===== config.mk =====
export PLATFORM = sky130hd
export DESIGN_NAME = mdio_slave
export DESIGN_NICKNAME = d
export VERILOG_FILES = /design/src/rtl/mdio_slave_pkg.sv /design/src/rtl/mdio_edge_sync.sv /design/src/rtl/mdio_frame_fsm.sv /design/src/rtl/mdio_regfile.sv /design/src/rtl/mdio_slave.sv
export SDC_FILE = /design/constraint.sdc
export NUM_CORES = 1
export LEC_CHECK = 0
export ABC_CLOCK_PERIOD_IN_PS = 3120
export BUFFER_PORTS_ARGS = -buffer_cell sky130_fd_sc_hd__buf_2
export CAP_MARGIN = 20
export CORE_MARGIN = 2
export CORE_UTILIZATION = 34
export DETAILED_ROUTE_END_ITERATION = 12
export PLACE_DENSITY = 0.62
export RECOVER_POWER = 25
export SLEW_MARGIN = 20
export SYNTH_ARGS = -nofsm -noshare
export SYNTH_HDL_FRONTEND = slang
export SYNTH_SLANG_ARGS = --single-unit

===== constraint.sdc =====
create_clock -name clk -period 3.12 [get_ports clk]
set_input_delay 0.312 -clock clk [delete_from_list [all_inputs] [get_ports clk]]
set_output_delay 0.312 -clock clk [all_outputs]
set_load 0.005 [all_outputs]

===== src/rtl/mdio_slave_pkg.sv =====
package mdio_slave_pkg;

    localparam int PRE_MIN   = 32;
    localparam int DATA_W    = 16;
    localparam int IDX_W     = 5;
    localparam int ADDR_BITS = 2 * IDX_W;
    localparam int VND_N     = 7;
    localparam int CNT_W     = 4;
    localparam int ONES_W    = $clog2(PRE_MIN + 1);

    typedef enum logic [2:0] {
        S_PRE,
        S_SFD,
        S_OP,
        S_ADDR,
        S_TA,
        S_DATA
    } frm_state_e;

    typedef enum logic [1:0] {
        OPC_WR = 2'b01,
        OPC_RD = 2'b10
    } opc_e;

    typedef struct packed {
        logic oe;
        logic val;
    } drive_t;

    typedef struct packed {
        logic [IDX_W-1:0] phy;
        logic [IDX_W-1:0] idx;
    } frm_addr_t;

    function automatic logic [IDX_W-1:0] vnd_index(input int i);
        case (i)
            0:       return 5'd16;
            1:       return 5'd17;
            2:       return 5'd18;
            3:       return 5'd21;
            4:       return 5'd22;
            5:       return 5'd23;
            default: return 5'd24;
        endcase
    endfunction

    function automatic logic idx_writable(input logic [IDX_W-1:0] a);
        case (a)
            5'd0, 5'd4, 5'd16, 5'd17, 5'd18,
            5'd21, 5'd22, 5'd23, 5'd24: return 1'b1;
            default:                     return 1'b0;
        endcase
    endfunction

endpackage


===== src/rtl/mdio_edge_sync.sv =====
module mdio_edge_sync #(
    parameter int STAGES = 2
) (
    input  logic clk,
    input  logic rst,
    input  logic mdc,
    input  logic mdio_i,
    output logic rise,
    output logic fall,
    output logic bit_s
);
    logic [STAGES-1:0] mdc_sh;
    logic [STAGES-1:0] dat_sh;
    logic              mdc_d;

    always_ff @(posedge clk) begin
        if (rst) begin
            mdc_sh <= '0;
            dat_sh <= '1;
            mdc_d  <= 1'b0;
        end else begin
            mdc_sh <= {mdc_sh[STAGES-2:0], mdc};
            dat_sh <= {dat_sh[STAGES-2:0], mdio_i};
            mdc_d  <= mdc_sh[STAGES-1];
        end
    end

    assign rise  =  mdc_sh[STAGES-1] & ~mdc_d;
    assign fall  = ~mdc_sh[STAGES-1] &  mdc_d;
    assign bit_s =  dat_sh[STAGES-1];
endmodule


===== src/rtl/mdio_frame_fsm.sv =====
module mdio_frame_fsm
    import mdio_slave_pkg::*;
(
    input  logic              clk,
    input  logic              rst,
    input  logic              rise,
    input  logic              fall,
    input  logic              bit_s,
    input  logic [IDX_W-1:0]  phy_addr,
    input  logic [DATA_W-1:0] rd_data,
    output logic [IDX_W-1:0]  rd_idx,
    output logic              wr_en,
    output logic [IDX_W-1:0]  wr_idx,
    output logic [DATA_W-1:0] wr_data,
    output logic              mdio_o,
    output logic              mdio_oe
);
    frm_state_e        state;
    logic [CNT_W-1:0]  cnt;
    logic [ONES_W-1:0] ones;
    logic [DATA_W-1:0] shreg;
    logic [DATA_W-1:0] rd_sh;
    logic              is_rd;
    logic              hit;
    drive_t            nxt;
    frm_addr_t         fa;
    logic [1:0]        opc;

    assign fa     = frm_addr_t'({shreg[ADDR_BITS-2:0], bit_s});
    assign opc    = {shreg[0], bit_s};
    assign rd_idx = wr_idx;

    always_ff @(posedge clk) begin
        if (rst) begin
            state   <= S_PRE;
            cnt     <= '0;
            ones    <= '0;
            shreg   <= '0;
            rd_sh   <= '0;
            is_rd   <= 1'b0;
            hit     <= 1'b0;
            nxt     <= '0;
            wr_en   <= 1'b0;
            wr_idx  <= '0;
            wr_data <= '0;
            mdio_o  <= 1'b0;
            mdio_oe <= 1'b0;
        end else begin
            wr_en <= 1'b0;
            if (fall) begin
                mdio_o  <= nxt.val;
                mdio_oe <= nxt.oe;
            end
            if (rise) begin
                shreg <= {shreg[DATA_W-2:0], bit_s};
                case (state)
                    S_PRE: begin
                        if (bit_s) begin
                            if (ones != ONES_W'(PRE_MIN)) ones <= ones + 1'b1;
                        end else if (ones == ONES_W'(PRE_MIN)) begin
                            state <= S_SFD;
                        end else begin
                            ones <= '0;
                        end
                    end
                    S_SFD: begin
                        ones <= '0;
                        cnt  <= '0;
                        state <= bit_s ? S_OP : S_PRE;
                    end
                    S_OP: begin
                        if (cnt == CNT_W'(1)) begin
                            cnt <= '0;
                            if (opc == OPC_RD) begin
                                is_rd <= 1'b1;
                                state <= S_ADDR;
                            end else if (opc == OPC_WR) begin
                                is_rd <= 1'b0;
                                state <= S_ADDR;
                            end else begin
                                state <= S_PRE;
                            end
                        end else begin
                            cnt <= cnt + 1'b1;
                        end
                    end
                    S_ADDR: begin
                        if (cnt == CNT_W'(ADDR_BITS - 1)) begin
                            cnt    <= '0;
                            wr_idx <= fa.idx;
                            hit    <= (fa.phy == phy_addr);
                            state  <= S_TA;
                        end else begin
                            cnt <= cnt + 1'b1;
                        end
                    end
                    S_TA: begin
                        if (cnt == '0) begin
                            cnt <= CNT_W'(1);
                            if (hit && is_rd) begin
                                nxt   <= '{oe: 1'b1, val: 1'b0};
                                rd_sh <= rd_data;
                            end
                        end else begin
                            cnt   <= '0;
                            state <= S_DATA;
                            if (hit && is_rd) begin
                                nxt   <= '{oe: 1'b1, val: rd_sh[DATA_W-1]};
                                rd_sh <= rd_sh << 1;
                            end
                        end
                    end
                    S_DATA: begin
                        if (hit && is_rd) begin
                            if (cnt == CNT_W'(DATA_W - 1)) nxt <= '0;
                            else nxt <= '{oe: 1'b1, val: rd_sh[DATA_W-1]};
                            rd_sh <= rd_sh << 1;
                        end
                        if (cnt == CNT_W'(DATA_W - 1)) begin
                            cnt   <= '0;
                            ones  <= '0;
                            state <= S_PRE;
                            if (hit && !is_rd) begin
                                wr_en   <= 1'b1;
                                wr_data <= {shreg[DATA_W-2:0], bit_s};
                            end
                        end else begin
                            cnt <= cnt + 1'b1;
                        end
                    end
                    default: state <= S_PRE;
                endcase
            end
        end
    end
endmodule


===== src/rtl/mdio_regfile.sv =====
module mdio_regfile
    import mdio_slave_pkg::*;
#(
    parameter logic [DATA_W-1:0] CTRL_RST    = 16'h3100,
    parameter logic [DATA_W-1:0] STATUS_BASE = 16'h7809,
    parameter logic [DATA_W-1:0] ID_HI       = 16'h1234,
    parameter logic [DATA_W-1:0] ID_LO       = 16'h5670,
    parameter logic [DATA_W-1:0] ADV_RST     = 16'h01E1,
    parameter logic [DATA_W-1:0] EXP_VAL     = 16'h0000
) (
    input  logic              clk,
    input  logic              rst,
    input  logic              wr_en,
    input  logic [IDX_W-1:0]  wr_idx,
    input  logic [DATA_W-1:0] wr_data,
    input  logic [IDX_W-1:0]  rd_idx,
    input  logic              link_up,
    input  logic [DATA_W-1:0] partner_ability,
    output logic [DATA_W-1:0] rd_data,
    output logic [DATA_W-1:0] ctrl_q
);
    logic [DATA_W-1:0] adv_q;
    logic [DATA_W-1:0] vnd_q [VND_N];
    logic [DATA_W-1:0] status_w;

    always_ff @(posedge clk) begin
        if (rst) begin
            ctrl_q <= CTRL_RST;
        end else if (wr_en && wr_idx == 5'd0) begin
            ctrl_q <= wr_data;
        end else if (ctrl_q[15]) begin
            ctrl_q[15] <= 1'b0;
        end
    end

    always_ff @(posedge clk) begin
        if (rst)                          adv_q <= ADV_RST;
        else if (wr_en && wr_idx == 5'd4) adv_q <= wr_data;
    end

    for (genvar g = 0; g < VND_N; g++) begin : g_vnd
        always_ff @(posedge clk) begin
            if (rst)                                  vnd_q[g] <= '0;
            else if (wr_en && wr_idx == vnd_index(g)) vnd_q[g] <= wr_data;
        end
    end

    always_comb begin
        status_w    = STATUS_BASE;
        status_w[2] = link_up;
    end

    always_comb begin
        rd_data = '0;
        case (rd_idx)
            5'd0: rd_data = ctrl_q;
            5'd1: rd_data = status_w;
            5'd2: rd_data = ID_HI;
            5'd3: rd_data = ID_LO;
            5'd4: rd_data = adv_q;
            5'd5: rd_data = partner_ability;
            5'd6: rd_data = EXP_VAL;
            default: begin
                for (int i = 0; i < VND_N; i++)
                    if (rd_idx == vnd_index(i)) rd_data = vnd_q[i];
            end
        endcase
    end
endmodule


===== src/rtl/mdio_slave.sv =====
module mdio_slave
    import mdio_slave_pkg::*;
#(
    parameter int                SYNC_STAGES = 2,
    parameter logic [DATA_W-1:0] CTRL_RST    = 16'h3100,
    parameter logic [DATA_W-1:0] STATUS_BASE = 16'h7809,
    parameter logic [DATA_W-1:0] ID_HI       = 16'h1234,
    parameter logic [DATA_W-1:0] ID_LO       = 16'h5670,
    parameter logic [DATA_W-1:0] ADV_RST     = 16'h01E1,
    parameter logic [DATA_W-1:0] EXP_VAL     = 16'h0000
) (
    input  logic              clk,
    input  logic              rst,
    input  logic              mdc,
    input  logic              mdio_i,
    output logic              mdio_o,
    output logic              mdio_oe,
    input  logic [IDX_W-1:0]  phy_addr,
    input  logic              link_up,
    input  logic [DATA_W-1:0] partner_ability,
    output logic              cfg_we,
    output logic [IDX_W-1:0]  cfg_addr,
    output logic [DATA_W-1:0] cfg_wdata
);
    logic              mdc_rise;
    logic              mdc_fall;
    logic              bit_s;
    logic [IDX_W-1:0]  rd_idx;
    logic [DATA_W-1:0] rd_data;
    logic              wr_en;
    logic              wr_ok;
    logic [DATA_W-1:0] ctrl_q;

    mdio_edge_sync #(.STAGES(SYNC_STAGES)) u_sync (
        .clk    (clk),
        .rst    (rst),
        .mdc    (mdc),
        .mdio_i (mdio_i),
        .rise   (mdc_rise),
        .fall   (mdc_fall),
        .bit_s  (bit_s)
    );

    mdio_frame_fsm u_fsm (
        .clk      (clk),
        .rst      (rst),
        .rise     (mdc_rise),
        .fall     (mdc_fall),
        .bit_s    (bit_s),
        .phy_addr (phy_addr),
        .rd_data  (rd_data),
        .rd_idx   (rd_idx),
        .wr_en    (wr_en),
        .wr_idx   (cfg_addr),
        .wr_data  (cfg_wdata),
        .mdio_o   (mdio_o),
        .mdio_oe  (mdio_oe)
    );

    assign wr_ok  = wr_en & idx_writable(cfg_addr);
    assign cfg_we = wr_ok;

    mdio_regfile #(
        .CTRL_RST    (CTRL_RST),
        .STATUS_BASE (STATUS_BASE),
        .ID_HI       (ID_HI),
        .ID_LO       (ID_LO),
        .ADV_RST     (ADV_RST),
        .EXP_VAL     (EXP_VAL)
    ) u_regs (
        .clk             (clk),
        .rst             (rst),
        .wr_en           (wr_ok),
        .wr_idx          (cfg_addr),
        .wr_data         (cfg_wdata),
        .rd_idx          (rd_idx),
        .link_up         (link_up),
        .partner_ability (partner_ability),
        .rd_data         (rd_data),
        .ctrl_q          (ctrl_q)
    );
endmodule


* Yosys cells after proc, flatten, opt, wreduce, memory -nomap -nowiden
Memories as Yosys holds them, arrays and structs flattened. A register that Yosys moved wholly into a read port is not among the register bits.
Index checks and enable logic that the tools add are counted.
W data, S select, Z words.
** Word-level totals
- Flip-flop bits (word level) :: 109
- Memory bits (writable) :: 112
- ROM bits :: 32
- Input port bits :: 26
- Logic and storage cells :: 194
- Memories kept :: 2
** Memory list
- u_regs.vnd_q :: depth 7, width 16, read ports 7, clocked after Yosys merged registers in 0, write ports 7, line mdio_regfile.sv:23 : logic [DATA_W-1:0] vnd_q [VND_N];
- (no name shown) :: depth 32, width 1, read ports 1, clocked after Yosys merged registers in 1, write ports 0, line mdio_slave_pkg.sv:48 : case (a)
** Cells by class
- $add $sub $neg :: 2
- Equal/unequal tests :: 44
- Muxes and demuxes :: 80
- Bitwise operators :: 16
- Reduce and logical (&&, ||, !) cells :: 30
** Operator list (number)
- $mux W16 :: 17
- $pmux W16 S7 :: 1
- $mux W5 :: 9
- $eq A5 B5 Y1 :: 8
- $eq A5 B5 Y1 const B :: 7
- $pmux W16 S2 :: 1
- $mux W1 :: 27
- $mux W6 :: 4
- $mux W3 :: 7
- $pmux W4 S5 :: 1
- $pmux W3 S6 :: 1
- $pmux W6 S3 :: 1
- $eq A5 B3 Y1 const B :: 3
- $mux W2 :: 7
- $mux W4 :: 3
- $ne A2 B1 Y1 const B :: 6
- $reduce_and A4 Y1 :: 3
- $logic_and A1 B1 Y1 :: 11
- $eq A5 B2 Y1 const B :: 2
- $eq A4 B4 Y1 const B :: 2
- $or A1 B1 Y1 :: 7
- $reduce_and A7 Y1 :: 1
- $reduce_or A7 Y1 :: 1
- $add A6 B1 Y6 const B :: 1
- 28 further kinds :: 41

* Depth between registers and ports, before layout
- Depth in word-level cells :: 15
- Gate-level depth with buffers :: 8

* Modules after synthesis
A second synthesis with hierarchy kept.
** Second synthesis, totals
- Cell total of the unflattened synthesis :: 1052
- Area, all modules :: 10815.4 µm²
** By module, submodules not included
- mdio_regfile :: instances 1, cells each 657, area each 7277.0 µm², sequential area each 4003.8 µm²
- mdio_frame_fsm :: instances 1, cells each 377, area each 3335.7 µm², sequential area each 1441.4 µm²
- mdio_edge_sync :: instances 1, cells each 12, area each 151.4 µm², sequential area each 100.1 µm²
- mdio_slave :: instances 1, cells each 6, area each 51.3 µm², sequential area each 0.0 µm²

* Worst setup path after synthesis
OpenSTA, ideal clock, no wires.
- Path kind :: reg2reg
- Start :: reg u_fsm.wr_idx[4], in the netlist u_fsm.rd_idx[4]
- End :: mem u_regs.vnd_q[6][0], in the netlist u_regs.vnd_q[3][0], enable pin
- Arrival :: 2633 ps
- Setup slack :: 76 ps
- Cell stages (with the launch flop) :: 6
- Period minus slack after synthesis :: 3044 ps
- Cell sequence :: dfxtp_1 > buf_1 > clkbuf_1 > nand2_1 > clkbuf_1 > o21ai_0
** RTL lines
- start: declaration :: line mdio_frame_fsm.sv:13 : output logic [IDX_W-1:0] wr_idx,
- start signal: assignment :: line mdio_frame_fsm.sv:90 : wr_idx <= fa.idx;
- end: declaration :: line mdio_regfile.sv:23

* Final worst setup path
- Start :: reg u_fsm.cnt[0]
- End :: reg u_fsm.rd_sh[7]
** On the way
- Longest elaborated chain between the ends :: 3
- Elaborated cells on any way between the ends :: 5
- Those cells by class :: eq/ne: 1; mux: 2; reduce/logical: 2
** Ends and longest elaborated chain
- start: declaration :: line mdio_frame_fsm.sv:19 : logic [CNT_W-1:0] cnt;
- start signal: assignment :: line mdio_frame_fsm.sv:84 : cnt <= cnt + 1'b1;
- start signal: assignment :: line mdio_frame_fsm.sv:94 : cnt <= cnt + 1'b1;
- start signal: assignment :: line mdio_frame_fsm.sv:128 : cnt <= cnt + 1'b1;
- $logic_not A4 Y1 * :: line mdio_frame_fsm.sv:98 : if (cnt == '0) begin
- $ne A3 B3 Y1 (no line) / $mux W16 (equally long branches)
- $reduce_and A3 Y1 (no line) / $pmux W16 S2 (equally long branches)
- end signal: assignment :: line mdio_frame_fsm.sv:102 : rd_sh <= rd_data;
- end signal: assignment :: line mdio_frame_fsm.sv:109 : rd_sh <= rd_sh << 1;
- end signal: assignment :: line mdio_frame_fsm.sv:117 : rd_sh <= rd_sh << 1;
- end: declaration :: line mdio_frame_fsm.sv:22 : logic [DATA_W-1:0] rd_sh;
Mark *: on every way between the ends. The rest lies on a longest branch, timed or not.
A chain may end at the register's enable or synchronous reset.

==> results_dict.tcl <==
set metrics [dict create \
    critical_path_class "flop to flop" \
    crit_chain "inv_1, ha_1, nor3b_1, nand2_1, a2111oi_0, a2bb2oi_1, o22ai_1" \
    power_mw 6.195 \
    die-width_um 179.6 \
    yosys.area.top_type "edfxtp_1" \
    grt.busiest_layer "met2" \
    cts_buffers 24 \
    h-tree-depth 1 \
    netlist_instances 1080 \
    grt_overflow_total 0 \
    synthArstFlopShare 0 \
    synth-edff-count 112 \
    routed_wl_mm 32.37 \
    yosys-top-cells-count "142 x nand2_1, 112 x edfxtp_1, 111 x a21oi_1" \
    cp-start-kind "flop" \
    portBuffers 49 \
    fin_nets 1152 \
    dp_hpwl_mm 21.94 \
    power_switching_share 0.2090 \
    maxSlewHeadroom 0.04653 \
    cap_viol_max_count 0 \
    grtUsageTotal 0.1946 \
    finClkSkew_ps 13.45 \
    muxShareOfSynthArea 0.02853 \
    clkPwrFrac 0.473 \
    cp.arrival_ps 3020 \
    hold_ws_ps 144.7 \
    timing.final.crit_share 0.8548 \
    dieArea_um2 32240 \
    crit_path_end_kind "flop" \
    grt_antenna_before_repair 0 \
    ys.flop_type "edfxtp_1" \
    use_met2 0.3168 \
    ys_warn_count 0 \
    met1_usage 0.2538 \
    max_freq_ghz 0.3749 \
    path_clk_slew_ps 60 \
    rrSetupSlack_ps 450 \
    synth-compound-area-share 0.1753 \
    start_util 0.3435 \
    clkLatencyLatePin_ps 520 \
    outcome "complete, no violations" \
    synth_adder_area_share 0.007163 \
    drv_slew 0 \
    finalSetupTns_ps 0 \
    use_met3 0.03606 \
    synth.most_common_cell "nand2_1" \
    post_route_cells_drive_above_1_share 0.1248 \
    rsz0062_at_grt "false" \
    min_period_ps 2667 \
    avgSynthCellArea_um2 9.704 \
    synth_area_um2 10480 \
    finalNonFillerCells 1534 \
    io_pins 50 \
    syn_nets 1112 \
    post-route-util 0.3940 \
    tritoncts "yes" \
    clock_sinks 222 \
    yosys.cell_types.count 74 \
    synth_top_family_by_area "simple AND/OR/NAND/NOR gates" \
    worstPathRequired_ps 3480 \
    finalHoldViolations 0 \
    seqPwrFrac 0.506 \
    drtAntennaViolNets 0 \
    worstPathMaxFanout 13 \
    core-area_um2 30510 \
    num_rows 64 \
    drt_iter0_drc 834 \
    synth_area_leaders "edfxtp_1 32%, dfxtp_1 21%, and2_1 6.4%" \
    p_switching_mw 1.295 \
    synthSimpleGateAreaFrac 0.2161 \
    hold_path.class "input pin to flop" \
    drcViolationCount 0 \
    power_leakage_nw 4.280 \
    first_pass_iters 6 \
    yosys.area.top_type_share 0.3209 \
    viasPerCell 5.574 \
    setup_viol_count_final 0 \
    crit_slowest_cell "a2111oi_0" \
    ys_seq_elements 222 \
    nFillCells 2987 \
    die-height_um 179.6 \
    grt_pass1_vias 8156 \
    register_area_um2 5565 \
    antenna_cells 0 \
    worst_slew_pin_slew_ps 1430 \
    ir_drop_mv 0.3561 \
    gp_congestion 0.8902 \
    grt_pass1_wl_mm 49.05 \
    vias 8551 \
    routedWlPerCell_um 21.10 \
    area_growth_pct 14.71 \
    multi_input_area_um2 4557 \
    ys_seq_area_frac 0.5310 \
    dp.cells 1488 \
    p_comb_frac 0.021 \
    slowest_delay_ps 760 \
    internal_power_mw 4.900 \
    cts-root-buf "clkbuf_16" \
    post-cts-setup-buffers 0 \
    grt_max_degree 71 \
    powerDensity_nw_per_um2 515.3 \
    clock_path_buffers 3 \
    synth_xor_area_frac 0.006686 \
]
[state kept, by name, summed over array words and instances, names as in the netlist, 4 cells and up, named ones only]
name           count
u_fsm.ones         6
u_fsm.rd_sh       16
u_fsm.rd_idx       5
u_fsm.wr_data     16
u_fsm.cnt          4
u_fsm.shreg       15
u_regs.ctrl_q     16
u_regs.vnd_q     112
u_regs.adv_q      16
[routing by layer]
layer  wire length [µm]  vias up
li1                   -     3991
met1              13450     4140
met2              15110      340
met3               2434       80
met4               1372        0
met5                  0        -
[per-stage QoR]
step | setup slack [ps] | cell area, µm²
finish | 453.0 | 12020
global route | 356.3 | 12020
CTS | 617.4 | 12070
detailed placement | 629.5 | 11230
global placement | 689.0 | 11230
floorplan | 76.06 | 10480
[placed cells by master (no fill, tap or decap), types with 6 or more instances in the layout]
master and n:
a211oi_1 12, a21oi_1 111, a22o_1 10, a22oi_1 16, a2bb2oi_1 6, and2_0 14, and2_1 95, and3_1 10
buf_2 36, buf_4 32, clkbuf_1 21, clkbuf_16 26, clkinv_2 8, dfxtp_1 110, edfxtp_1 112, ha_1 6
inv_1 14, mux2_2 7, mux2i_1 22, nand2_1 142, nand2b_1 7, nand3_1 24, nor2_1 68, nor2b_1 8
nor3_1 16, o211ai_1 10, o21ai_0 26, o21ai_1 6, o221ai_1 12, o22ai_1 24, o2bb2ai_1 8, or2_2 7
or3_1 6, xor2_1 6
[worst max-delay path: cells and delay by family (launching register included)]
kind | cells | cell delay [ps]
compound gates | 3 | 1110
simple gates | 2 | 770
flops | 1 | 370
fa+ha+maj | 1 | 180
buf+inv | 1 | 80
[worst paths after layout]
| kind | from | to | cells after the start |
|---|---|---|---|
| worst max-delay path | u_fsm.cnt[0]$_SDFFE_PP0P_ | u_fsm.rd_sh[7]$_SDFFE_PP0P_ | 7 |
| worst min-delay path | phy_addr[2] | u_fsm.hit$_SDFFE_PP0P_ | 4 |
| worst max register to register | u_fsm.cnt[0]$_SDFFE_PP0P_ | u_fsm.rd_sh[7]$_SDFFE_PP0P_ | 7 |
| worst min register to register | u_sync.dat_sh[0]$_SDFF_PP1_ | u_sync.dat_sh[1]$_SDFF_PP1_ | 1 |
[cells by family after synthesis]
logic type,after synthesis
compound gates,284
xor+xnor,8
fa+ha+maj,6
buf+inv,93
flops,222
mux,29
simple gates,438
[cell type report]
| class | instances | area share |
|---|---|---|
| Timing Repair Buffer | 91 | 0.04340 |
| Tap cell | 396 | 0.04122 |
| Sequential cell | 222 | 0.4629 |
| Multi-Input combinational cell | 765 | 0.3791 |
| Clock buffer | 31 | 0.05818 |
| Clock inverter | 13 | 0.01020 |
| Inverter | 16 | 0.004996 |
[power groups by stage]
| stage | clock network [mW] | registers [mW] | logic (mW) |
|---|---|---|---|
| global route | 3.10 | 3.14 | 0.141 |
| finish | 2.93 | 3.14 | 0.129 |
| global placement | 0 | 3.20 | 0.128 |
| detailed placement | 0 | 3.20 | 0.129 |
| floorplan | 0 | 3.19 | 0.0718 |
| CTS | 2.97 | 3.13 | 0.131 |
[timing repair]
action / 4_1_cts / 5_1_grt
gates resized for setup: 0 / 0
endpoints found under the hold margin: 2 / 0
hold buffers: 2 / 0
Power figures use the tool's default switching activity.
